<file path="src/rtl/alu8_pkg.sv">
package alu8_pkg;
  typedef enum logic [3:0] {
    OP_ADD   = 4'd0,
    OP_ADC   = 4'd1,
    OP_SUB   = 4'd2,
    OP_SBB   = 4'd3,
    OP_INC   = 4'd4,
    OP_DEC   = 4'd5,
    OP_AND   = 4'd6,
    OP_OR    = 4'd7,
    OP_XOR   = 4'd8,
    OP_CMP   = 4'd9,
    OP_RLC   = 4'd10,
    OP_RRC   = 4'd11,
    OP_RAL   = 4'd12,
    OP_RAR   = 4'd13,
    OP_PASSA = 4'd14,
    OP_PASSB = 4'd15
  } alu_op_e;

  typedef enum logic [1:0] {
    SRC_ADD,
    SRC_LOGIC,
    SRC_SHIFT,
    SRC_PASS
  } res_src_e;

  typedef struct packed {
    logic szp;
    logic ac;
    logic cy;
  } flag_upd_t;

  localparam int unsigned FLAG_W  = 8;
  localparam int unsigned FLG_S   = 7;
  localparam int unsigned FLG_Z   = 6;
  localparam int unsigned FLG_AC  = 4;
  localparam int unsigned FLG_P   = 2;
  localparam int unsigned FLG_CY  = 0;
endpackage

</file>
<file path="src/rtl/alu8_rst_sync.sv">
module alu8_rst_sync #(
  parameter int STAGES = 2
) (
  input  logic clk,
  input  logic rst_n,
  output logic rst_sync_n
);
  logic [STAGES-1:0] chain_q;
  logic [STAGES-1:0] chain_d;

  always_comb begin
    chain_d = {chain_q[STAGES-2:0], 1'b1};
  end

  always_ff @(posedge clk or negedge rst_n) begin
    if (!rst_n) chain_q <= '0;
    else        chain_q <= chain_d;
  end

  assign rst_sync_n = chain_q[STAGES-1];
endmodule

</file>
<file path="src/rtl/alu8_adder.sv">
module alu8_adder #(
  parameter int DATA_W = 8
) (
  input  logic [DATA_W-1:0] opnd_a,
  input  logic [DATA_W-1:0] opnd_b,
  input  logic              carry_in,
  output logic [DATA_W-1:0] sum,
  output logic              half_carry,
  output logic              full_carry
);
  localparam int LO_W = DATA_W / 2;
  localparam int HI_W = DATA_W - LO_W;

  logic [LO_W:0] lo_sum;
  logic [HI_W:0] hi_sum;

  always_comb begin
    lo_sum = {1'b0, opnd_a[LO_W-1:0]} + {1'b0, opnd_b[LO_W-1:0]}
           + {{LO_W{1'b0}}, carry_in};
    hi_sum = {1'b0, opnd_a[DATA_W-1:LO_W]} + {1'b0, opnd_b[DATA_W-1:LO_W]}
           + {{HI_W{1'b0}}, lo_sum[LO_W]};
    sum        = {hi_sum[HI_W-1:0], lo_sum[LO_W-1:0]};
    half_carry = lo_sum[LO_W];
    full_carry = hi_sum[HI_W];
  end
endmodule

</file>
<file path="src/rtl/alu8_logic.sv">
module alu8_logic
  import alu8_pkg::*;
#(
  parameter int DATA_W = 8
) (
  input  alu_op_e           op,
  input  logic [DATA_W-1:0] opnd_a,
  input  logic [DATA_W-1:0] opnd_b,
  output logic [DATA_W-1:0] res
);
  always_comb begin
    unique case (op)
      OP_AND:  res = opnd_a & opnd_b;
      OP_OR:   res = opnd_a | opnd_b;
      OP_XOR:  res = opnd_a ^ opnd_b;
      default: res = '0;
    endcase
  end
endmodule

</file>
<file path="src/rtl/alu8_shifter.sv">
module alu8_shifter
  import alu8_pkg::*;
#(
  parameter int DATA_W = 8
) (
  input  alu_op_e           op,
  input  logic [DATA_W-1:0] value,
  input  logic              carry_in,
  output logic [DATA_W-1:0] res,
  output logic              carry_out
);
  localparam int MSB = DATA_W - 1;

  always_comb begin
    unique case (op)
      OP_RLC: begin
        res       = {value[MSB-1:0], value[MSB]};
        carry_out = value[MSB];
      end
      OP_RRC: begin
        res       = {value[0], value[MSB:1]};
        carry_out = value[0];
      end
      OP_RAL: begin
        res       = {value[MSB-1:0], carry_in};
        carry_out = value[MSB];
      end
      OP_RAR: begin
        res       = {carry_in, value[MSB:1]};
        carry_out = value[0];
      end
      default: begin
        res       = value;
        carry_out = 1'b0;
      end
    endcase
  end
endmodule

</file>
<file path="src/rtl/alu8_flags.sv">
module alu8_flags
  import alu8_pkg::*;
#(
  parameter int DATA_W = 8
) (
  input  logic              clk,
  input  logic              rst_n,
  input  logic              update_en,
  input  flag_upd_t         upd,
  input  logic [DATA_W-1:0] szp_src,
  input  logic              ac_in,
  input  logic              cy_in,
  output logic [FLAG_W-1:0] flags_q
);
  logic [FLAG_W-1:0] flags_d;

  always_comb begin
    flags_d = flags_q;
    if (upd.szp) begin
      flags_d[FLG_S] = szp_src[DATA_W-1];
      flags_d[FLG_Z] = (szp_src == '0);
      flags_d[FLG_P] = ~^szp_src;
    end
    if (upd.ac) flags_d[FLG_AC] = ac_in;
    if (upd.cy) flags_d[FLG_CY] = cy_in;
    flags_d[5] = 1'b0;
    flags_d[3] = 1'b0;
    flags_d[1] = 1'b0;
  end

  always_ff @(posedge clk or negedge rst_n) begin
    if (!rst_n)         flags_q <= '0;
    else if (update_en) flags_q <= flags_d;
  end

  p_idle_hold_r12: assert property (@(posedge clk) disable iff (!rst_n)
    !update_en |=> $stable(flags_q));

  p_unused_zero_r2: assert property (@(posedge clk) disable iff (!rst_n)
    1'b1 |=> (flags_q[5] == 1'b0 && flags_q[3] == 1'b0 && flags_q[1] == 1'b0));

  p_cy_kept_r6: assert property (@(posedge clk) disable iff (!rst_n)
    (update_en && !upd.cy) |=> flags_q[FLG_CY] == $past(flags_q[FLG_CY]));
endmodule

</file>
<file path="src/rtl/alu8_core.sv">
module alu8_core
  import alu8_pkg::*;
#(
  parameter int DATA_W = 8
) (
  input  logic              clk,
  input  logic              rst_n,
  input  logic              op_valid,
  input  logic [3:0]        op_sel,
  input  logic [DATA_W-1:0] acc_in,
  input  logic [DATA_W-1:0] tmp_in,
  input  logic              carry_in,
  output logic [DATA_W-1:0] acc_out,
  output logic [7:0]        flags
);
  alu_op_e           op;
  res_src_e          src;
  flag_upd_t         upd;
  logic              rst_sync_n;
  logic [DATA_W-1:0] add_b;
  logic              add_cin;
  logic              borrow_mode;
  logic [DATA_W-1:0] add_sum;
  logic              add_hc;
  logic              add_fc;
  logic [DATA_W-1:0] logic_res;
  logic [DATA_W-1:0] shift_res;
  logic              shift_cy;
  logic [DATA_W-1:0] szp_src;
  logic              ac_val;
  logic              cy_val;

  assign op = alu_op_e'(op_sel);

  alu8_rst_sync #(.STAGES(2)) u_rst (
    .clk        (clk),
    .rst_n      (rst_n),
    .rst_sync_n (rst_sync_n)
  );

  always_comb begin
    add_b       = tmp_in;
    add_cin     = 1'b0;
    borrow_mode = 1'b0;
    src         = SRC_PASS;
    upd         = '{szp: 1'b0, ac: 1'b0, cy: 1'b0};
    unique case (op)
      OP_ADD: begin
        src = SRC_ADD;
        upd = '{szp: 1'b1, ac: 1'b1, cy: 1'b1};
      end
      OP_ADC: begin
        add_cin = carry_in;
        src     = SRC_ADD;
        upd     = '{szp: 1'b1, ac: 1'b1, cy: 1'b1};
      end
      OP_SUB, OP_CMP: begin
        add_b       = ~tmp_in;
        add_cin     = 1'b1;
        borrow_mode = 1'b1;
        src         = (op == OP_CMP) ? SRC_PASS : SRC_ADD;
        upd         = '{szp: 1'b1, ac: 1'b1, cy: 1'b1};
      end
      OP_SBB: begin
        add_b       = ~tmp_in;
        add_cin     = ~carry_in;
        borrow_mode = 1'b1;
        src         = SRC_ADD;
        upd         = '{szp: 1'b1, ac: 1'b1, cy: 1'b1};
      end
      OP_INC: begin
        add_b   = '0;
        add_cin = 1'b1;
        src     = SRC_ADD;
        upd     = '{szp: 1'b1, ac: 1'b1, cy: 1'b0};
      end
      OP_DEC: begin
        add_b   = '1;
        src     = SRC_ADD;
        upd     = '{szp: 1'b1, ac: 1'b1, cy: 1'b0};
      end
      OP_AND, OP_OR, OP_XOR: begin
        src = SRC_LOGIC;
        upd = '{szp: 1'b1, ac: 1'b1, cy: 1'b1};
      end
      OP_RLC, OP_RRC, OP_RAL, OP_RAR: begin
        src = SRC_SHIFT;
        upd = '{szp: 1'b0, ac: 1'b0, cy: 1'b1};
      end
      default: begin
        src = SRC_PASS;
      end
    endcase
  end

  alu8_adder #(.DATA_W(DATA_W)) u_add (
    .opnd_a     (acc_in),
    .opnd_b     (add_b),
    .carry_in   (add_cin),
    .sum        (add_sum),
    .half_carry (add_hc),
    .full_carry (add_fc)
  );

  alu8_logic #(.DATA_W(DATA_W)) u_logic (
    .op     (op),
    .opnd_a (acc_in),
    .opnd_b (tmp_in),
    .res    (logic_res)
  );

  alu8_shifter #(.DATA_W(DATA_W)) u_shift (
    .op        (op),
    .value     (acc_in),
    .carry_in  (carry_in),
    .res       (shift_res),
    .carry_out (shift_cy)
  );

  always_comb begin
    unique case (src)
      SRC_ADD:   acc_out = add_sum;
      SRC_LOGIC: acc_out = logic_res;
      SRC_SHIFT: acc_out = shift_res;
      default:   acc_out = acc_in;
    endcase
    szp_src = (src == SRC_LOGIC) ? logic_res : add_sum;
    ac_val  = (src == SRC_LOGIC) ? 1'b0 : add_hc;
    unique case (src)
      SRC_LOGIC: cy_val = 1'b0;
      SRC_SHIFT: cy_val = shift_cy;
      default:   cy_val = add_fc ^ borrow_mode;
    endcase
  end

  alu8_flags #(.DATA_W(DATA_W)) u_flags (
    .clk       (clk),
    .rst_n     (rst_sync_n),
    .update_en (op_valid),
    .upd       (upd),
    .szp_src   (szp_src),
    .ac_in     (ac_val),
    .cy_in     (cy_val),
    .flags_q   (flags)
  );

  p_cmp_keeps_acc_r8: assert property (@(posedge clk) disable iff (!rst_sync_n)
    (op_sel == OP_CMP) |-> (acc_out == acc_in));

  p_add_carry_r4: assert property (@(posedge clk) disable iff (!rst_sync_n)
    (op_valid && op_sel == OP_ADD) |=>
      flags[FLG_CY] == ($past(acc_in) > ~$past(tmp_in)));

  p_logic_clears_r7: assert property (@(posedge clk) disable iff (!rst_sync_n)
    (op_valid && (op_sel == OP_AND || op_sel == OP_OR || op_sel == OP_XOR)) |=>
      (!flags[FLG_CY] && !flags[FLG_AC]));

  p_zero_tracks_r3: assert property (@(posedge clk) disable iff (!rst_sync_n)
    (op_valid && (op_sel == OP_AND || op_sel == OP_XOR)) |=>
      flags[FLG_Z] == ($past(acc_out) == '0));

  p_rotate_keeps_r9: assert property (@(posedge clk) disable iff (!rst_sync_n)
    (op_valid && (op_sel == OP_RLC || op_sel == OP_RRC ||
                  op_sel == OP_RAL || op_sel == OP_RAR)) |=>
      flags[7:1] == $past(flags[7:1]));
endmodule

</file>
<file path="config.mk">
export PLATFORM = sky130hd
export DESIGN_NAME = alu8_core
export DESIGN_NICKNAME = d
export VERILOG_FILES = /design/src/rtl/alu8_pkg.sv /design/src/rtl/alu8_rst_sync.sv /design/src/rtl/alu8_adder.sv /design/src/rtl/alu8_logic.sv /design/src/rtl/alu8_shifter.sv /design/src/rtl/alu8_flags.sv /design/src/rtl/alu8_core.sv
export SDC_FILE = /design/constraint.sdc
export NUM_CORES = 1
export LEC_CHECK = 0
export ABC_AREA = 0
export CORE_MARGIN = 4
export CORE_UTILIZATION = 54
export CTS_CLUSTER_DIAMETER = 50
export DETAILED_ROUTE_END_ITERATION = 8
export GPL_TIMING_DRIVEN = 0
export PLACE_DENSITY = 0.82
export SLEW_MARGIN = 0
export SYNTH_ARGS = -nofsm -noshare
export SYNTH_HDL_FRONTEND = slang
export SYNTH_HIERARCHICAL = 1
export SYNTH_SLANG_ARGS = --single-unit
</file>
<file path="constraint.sdc">
create_clock -name clk -period 6.5 [get_ports clk]
set_input_delay 1.3 -clock clk [delete_from_list [all_inputs] [get_ports clk]]
set_output_delay 1.3 -clock clk [all_outputs]
set_load 0.01 [all_outputs]
</file>
==> results of run 1 <==
## timing repair
item | 4_1_cts | 5_1_grt
pin swaps | 2 | 2
buffers inserted | 2 | 2
gates cloned | 0 | 0
setup endpoints to repair | 4 | 3
resized for setup | 24 | 14
endpoints found under the hold margin | 0 | 0
hold buffers | 0 | 0
## power by group
group	switching, W	internal (W)	total [W]
clock	0.0000194	0.0000425	0.0000619
sequential	0.00000445	0.0000533	0.0000577
combinational	0.000152	0.000152	0.000303
## metrics by stage
stage	total power, W	hold WS, ps	TNS (ps)	area [um^2]
5_1_grt	0.000457	83.3	0	2650
4_1_cts	0.000420	71.7	0	2630
3_3_place_gp	0.000345	74.1	-3090	2550
3_5_place_dp	0.000353	74.9	-3260	2550
6_report	0.000423	65.7	0	2650
2_1_floorplan	0.000249	54.1	0	2130
## synth_stat cells, drive strengths merged
cell type and n:
xnor2 4, nor2b 4, o21ai 15, or2 1, nand3b 4, mux2 10, nor2 7, a21boi 6
nand3 2, or4b 1, or3b 1, or3 1, ha 30, inv 45, o32ai 1, nor4b 2
nand2 14, a21o 3, buf 11, and2 2, a222oi 8, a221o 8, xor2 4, mux2i 10
and3b 2, conb 2, nand4 2, clkbuf 6, o31ai 1, nand2b 4, o21a 1, fa 4
and3 1, a21oi 11, clkinv 1, dfrtp 7, a22o 9, a221oi 8, a211oi 1, a31oi 8
## state kept, by name, summed over array words and instances (netlist names)
register         flops
u_flags/flags_q      5
u_rst/chain_q        2
## cell families after synthesis
group | count (synthesis)
compound gates | 80
buf+inv | 63
simple gates | 48
fa+ha+maj | 34
mux | 20
xor+xnor | 8
flops | 7
other cells | 2
## routing by layer
| metal | global-route usage | routed length [um] |
|---|---|---|
| met5 | 0 | 0 |
| met4 | 0.0919 | 127 |
| met3 | 0.0398 | 490 |
| met2 | 0.381 | 2680 |
| met1 | 0.318 | 2550 |
## critical path, delay by kind of cell
family | cells | cell delay (ps)
adders and majority gates | 3 | 1050
muxes | 1 | 130
and+or+nand+nor | 1 | 130
AOI/OAI and AO/OA | 5 | 1010
buffers and inverters | 4 | 1160
## cell type report
cell class / count / area (um^2)
inverters: 46 / 179
plain buffers: 15 / 111
well taps: 48 / 60.1
clock buffers: 4 / 45.0
fillers: 300 / 1060
repair buffers: 40 / 383
flip-flops and latches: 7 / 175
multi-input cells: 194 / 1700
## how the worst min path moves through the flow
stage / startpoint / end / cells past startpoint
after floorplan: u_rst/chain_q[1]$_DFF_PN0_ / u_flags/flags_q[0]$_DFFE_PN0P_ / 0
after global placement: u_rst/chain_q[1]$_DFF_PN0_ / u_flags/flags_q[2]$_DFFE_PN0P_ / 0
after detailed placement: u_rst/chain_q[1]$_DFF_PN0_ / u_flags/flags_q[7]$_DFFE_PN0P_ / 0
after CTS: u_rst/chain_q[1]$_DFF_PN0_ / u_flags/flags_q[6]$_DFFE_PN0P_ / 0
after global routing: u_rst/chain_q[1]$_DFF_PN0_ / u_flags/flags_q[6]$_DFFE_PN0P_ / 0
final: u_rst/chain_q[1]$_DFF_PN0_ / u_flags/flags_q[6]$_DFFE_PN0P_ / 0
==> flow_metrics.env, run 1 <==
export IMPL_path_max_fanout=3
export IMPL_setup_viol_count_final=0
export IMPL_synth_seq_cells=7
export IMPL_dieWidth_um=70.7
export IMPL_clockRootBuffer="clkbuf_8"
export IMPL_synthAdderAreaFrac=0.215
export IMPL_yosys_area_top_type="ha_1"
export IMPL_r2r_end="u_flags/flags_q[4]$_DFFE_PN0P_"
export IMPL_cp_arrival_ps=4800
export IMPL_final_cell_mix="44 x inv_1, 30 x ha_1, 29 x clkdlybuf4s50_1"
export IMPL_synth_top_family_by_area="compound AO/OA/AOI/OAI gates"
export IMPL_outcome="finished clean"
export IMPL_clock_fmax_mhz=164
export IMPL_cts_buffer_depth=2
export IMPL_antennaDiodeCount=0
export IMPL_track_usage=0.237
export IMPL_synth_xor_area_frac=0.0366
export IMPL_cts_sinks=7
export IMPL_rows=22
export IMPL_post_drt_wl_per_cell_um=16.5
export IMPL_io_pins=40
export IMPL_leakagePower_nw=1.31
export IMPL_relSlewSlack=0.483
export IMPL_cp_endpoint="acc_out[4]"
export IMPL_drc=0
export IMPL_drt_total_wl_um=5850
export IMPL_start_util=0.571
export IMPL_drv_cap=0
export IMPL_crit_required_ps=5200
export IMPL_ant_nets=0
export IMPL_cp_slowest_cell="clkdlybuf4s50_1"
export IMPL_postSynthCellCount=262
export IMPL_tritoncts="yes"
export IMPL_dp_hpwl_um=4260
export IMPL_layout_commonest_cell="inv_1"
export IMPL_grt_pass1_wl_um=9580
export IMPL_finalNetCount=365
export IMPL_clk_latency_ps=230
export IMPL_yosysUniqueCellTypes=52
export IMPL_worst_slack_ps=403
export IMPL_antenna_found_initial=0
export IMPL_detailedPlace_worstSlack_ps=-924
export IMPL_regToRegSetupSlack_ps=5740
export IMPL_period_needed_ps=6100
export IMPL_placed_cells=348
export IMPL_num_vias=2162
export IMPL_drtIter0Drc=191
export IMPL_syn_area_per_cell_um2=8.10
export IMPL_die_h_um=70.7
export IMPL_place_gp_congestion=0.837
export IMPL_grt_pass1_vias=2043
export IMPL_min_path_type="register to asynchronous set/reset pin"
export IMPL_p_per_area_nw_per_um2=159
export IMPL_path_common_cell="fa_1"
export IMPL_fin_util=0.713
export IMPL_cts_buffers=3
export IMPL_worstSetupEndpointType="primary output"
export IMPL_io_buffer_count=36
export IMPL_cts_reportedPaths_clkPinSlew_ps=40
export IMPL_finClkSkew_ps=5.17
export IMPL_period_share=0.938
export IMPL_slew_violations=0
export IMPL_h_tree_depth=1
export IMPL_ys_seq_area_frac=0.0825
export IMPL_yosysTopAreaCellShare=0.177
export IMPL_max_stage_delay_ps=520
export IMPL_grt_start_max_net_pins=16
export IMPL_rsz0062_at_grt="false"
export IMPL_viasPerCell=6.11
export IMPL_core_um2=3720
export IMPL_die_area_um2=5000
export IMPL_worstPathCellList="clkdlybuf4s50_1 > and2_1 > o32ai_1 > o21a_1 > inv_1 > fa_1 > inv_1 > fa_1 > a21o_2 > a21o_1 > fa_1 > a222oi_1 > mux2i_1 > clkdlybuf4s50_1"
export IMPL_reg2regPathDepth=1
export IMPL_crit_type="input port to primary output"
export IMPL_synth_mux_area_frac=0.100
export IMPL_irDropWorstVdd_mv=0.107
export IMPL_final_hold_viol_count=0
export IMPL_ys_warn_count=6
export IMPL_syn_area_um2=2120
export IMPL_drive_gt1_frac=0.157
export IMPL_area_growth_pct=24.9
export IMPL_grt_overflow_total=0
export IMPL_tightest_slew_ps=775
export IMPL_startpoint="carry_in"
export IMPL_synth_simple_area_share=0.146
export IMPL_synthTopCellsByArea="ha_1 18%, dfrtp_1 8.3%, inv_1 8.0%"
export IMPL_synth_compound_area_share=0.281
export IMPL_startpoint_type="input port"
export IMPL_final_cell_count_no_fill=354
export IMPL_r2r_start="u_flags/flags_q[4]$_DFFE_PN0P_"
export IMPL_dr_pass1_iters=6
Power figures use the tool's default switching activity.
==> inputs of run 2 (changes only) <==
Settings changed: PLACE_DENSITY 0.82 to 0.94.
==> run 2 against run 1 <==
Die area did not move. Flip-flop and latch count stayed put. Count of clock-buffer cells in the layout unchanged. Fmax fell by 3.2%. Highest routed layer unchanged.
==> flow_metrics.env, run 2 (synthesis gave the netlist of run 1 again) <==
export IMPL_antennaDiodeCount=0
export IMPL_core_um2=3720
export IMPL_dieWidth_um=70.7
export IMPL_clk_latency_ps=230
export IMPL_period_needed_ps=6300
export IMPL_dp_hpwl_um=4350
export IMPL_track_usage=0.245
export IMPL_cts_sinks=7
export IMPL_clockRootBuffer="clkbuf_8"
export IMPL_cts_buffers=3
export IMPL_clock_fmax_mhz=159
export IMPL_crit_type="input port to primary output"
export IMPL_tightest_slew_ps=716
export IMPL_regToRegSetupSlack_ps=5740
export IMPL_num_vias=2196
export IMPL_layout_commonest_cell="inv_1"
export IMPL_cts_reportedPaths_clkPinSlew_ps=40
export IMPL_grt_pass1_vias=2110
export IMPL_rsz0062_at_grt="true"
export IMPL_largest_reg_flops=5
export IMPL_io_buffer_count=36
export IMPL_post_drt_wl_per_cell_um=17.2
export IMPL_tritoncts="yes"
export IMPL_outcome="finished clean"
export IMPL_reg2regPathDepth=1
export IMPL_grt_overflow_total=0
export IMPL_io_pins=40
export IMPL_drc=0
export IMPL_ant_nets=0
export IMPL_irDropWorstVdd_mv=0.125
export IMPL_seq_area_um2=175
export IMPL_setup_viol_count_final=0
export IMPL_detailedPlace_worstSlack_ps=-935
export IMPL_period_share=0.969
export IMPL_start_util=0.571
export IMPL_grt_pass1_wl_um=10100
export IMPL_h_tree_depth=1
export IMPL_worstSetupEndpointType="primary output"
export IMPL_finalNetCount=364
export IMPL_final_cell_mix="45 x inv_1, 30 x ha_1, 29 x clkdlybuf4s50_1"
export IMPL_startpoint_type="input port"
export IMPL_dr_pass1_iters=6
export IMPL_worst_hold_slack_ps=92.8
export IMPL_cp_arrival_ps=5000
export IMPL_r2r_start="u_flags/flags_q[0]$_DFFE_PN0P_"
export IMPL_multi_input_area_um2=1700
export IMPL_top_register="u_flags/flags_q"
export IMPL_drt_total_wl_um=6070
export IMPL_rows=22
export IMPL_antenna_found_initial=0
export IMPL_relSlewSlack=0.523
export IMPL_leakagePower_nw=1.28
export IMPL_slew_violations=0
export IMPL_drv_cap=0
export IMPL_area_growth_pct=23.6
export IMPL_reg_top3="u_flags/flags_q x5, u_rst/chain_q x2"
export IMPL_fillers=310
export IMPL_die_h_um=70.7
export IMPL_crit_required_ps=5200
export IMPL_die_area_um2=5000
export IMPL_finClkSkew_ps=2.94
export IMPL_cts_hold_buf=0
export IMPL_grt_start_max_net_pins=16
export IMPL_viasPerCell=6.22
export IMPL_total_power_w=0.000423
export IMPL_r2r_end="u_flags/flags_q[0]$_DFFE_PN0P_"
export IMPL_place_gp_congestion=0.881
export IMPL_p_per_area_nw_per_um2=161
export IMPL_path_max_fanout=3
export IMPL_drtIter0Drc=258
export IMPL_drive_gt1_frac=0.151
export IMPL_min_path_type="register to asynchronous set/reset pin"
export IMPL_final_hold_viol_count=0
export IMPL_worst_slack_ps=204
export IMPL_cts_buffer_depth=2
[run 2: cell types whose count changed in the layout (fill, tap and decap cells not counted), sizes merged]
cell	previous run	this run
dlygate4sd2	0	3
dlymetal6s2s	3	0
clkinvlp	1	0
clkinv	0	1
clkbuf	11	10
[run 2: what timing repair did]
| item | 4_1_cts | 5_1_grt |
|---|---|---|
| setup buffers | 0 | 3 |
| gates resized for setup | 23 | 10 |
| pin swaps | 0 | 3 |
| endpoints found under the setup margin | 4 | 3 |
[run 2: per-stage QoR]
step                      instances  instance area (um^2)   util  setup TNS, ps
final                           353                  2620  0.706              0
after global routing            353                  2620  0.706         -0.826
after CTS                       352                  2600  0.699              0
after detailed placement        348                  2550  0.686          -3250
after global placement          348                  2550  0.686          -2860
after floorplan                 264                  2130      -              0
[run 2: cell type report]
cell class | count | area share
Tap cell | 48 | 0.0229
Buffer | 15 | 0.0415
Inverter | 46 | 0.0663
Clock buffer | 4 | 0.0172
Multi-Input combinational cell | 194 | 0.647
Sequential cell | 7 | 0.0668
Timing Repair Buffer | 39 | 0.138
[run 2: how the worst max path moves through the flow]
stage,startpoint,to
after floorplan,op_sel[1],acc_out[5]
after global placement,op_sel[3],acc_out[7]
after detailed placement,op_sel[3],acc_out[7]
after CTS,op_sel[1],acc_out[6]
after global routing,op_sel[3],acc_out[6]
final,carry_in,acc_out[6]
[run 2: metal layers]
| layer | routed length, um | global-route usage |
|---|---|---|
| met3 | 611 | 0.0668 |
| met2 | 2960 | 0.396 |
| met1 | 2370 | 0.312 |
| met5 | 0 | 0 |
| met4 | 136 | 0.0898 |
[run 2: critical path: stages]
cell	delay (ps)
clkdlybuf4s50_1	510
nor2_1	60
o32ai_1	260
o21a_1	150
inv_1	60
fa_1	450
inv_1	90
fa_1	210
a21o_2	130
a21o_1	180
fa_1	240
inv_1	70
fa_1	400
xnor2_1	170
a222oi_1	250
mux2i_1	140
dlygate4sd2_1	320
[run 2: power by group]
part	leakage, nW	switching (W)	internal (W)	total [W]
registers	0.0872	0.00000499	0.0000533	0.0000583
logic	1.17	0.000152	0.000150	0.000302
clock network	0.0228	0.0000206	0.0000426	0.0000631
total	1.28	0.000178	0.000245	0.000423
==> inputs of run 3 (changes only) <==
Settings changed: SLEW_MARGIN 0 to 20.
==> results of run 3 <==
Same layout as run 2: the final DEF is identical, and so are final timing and power.
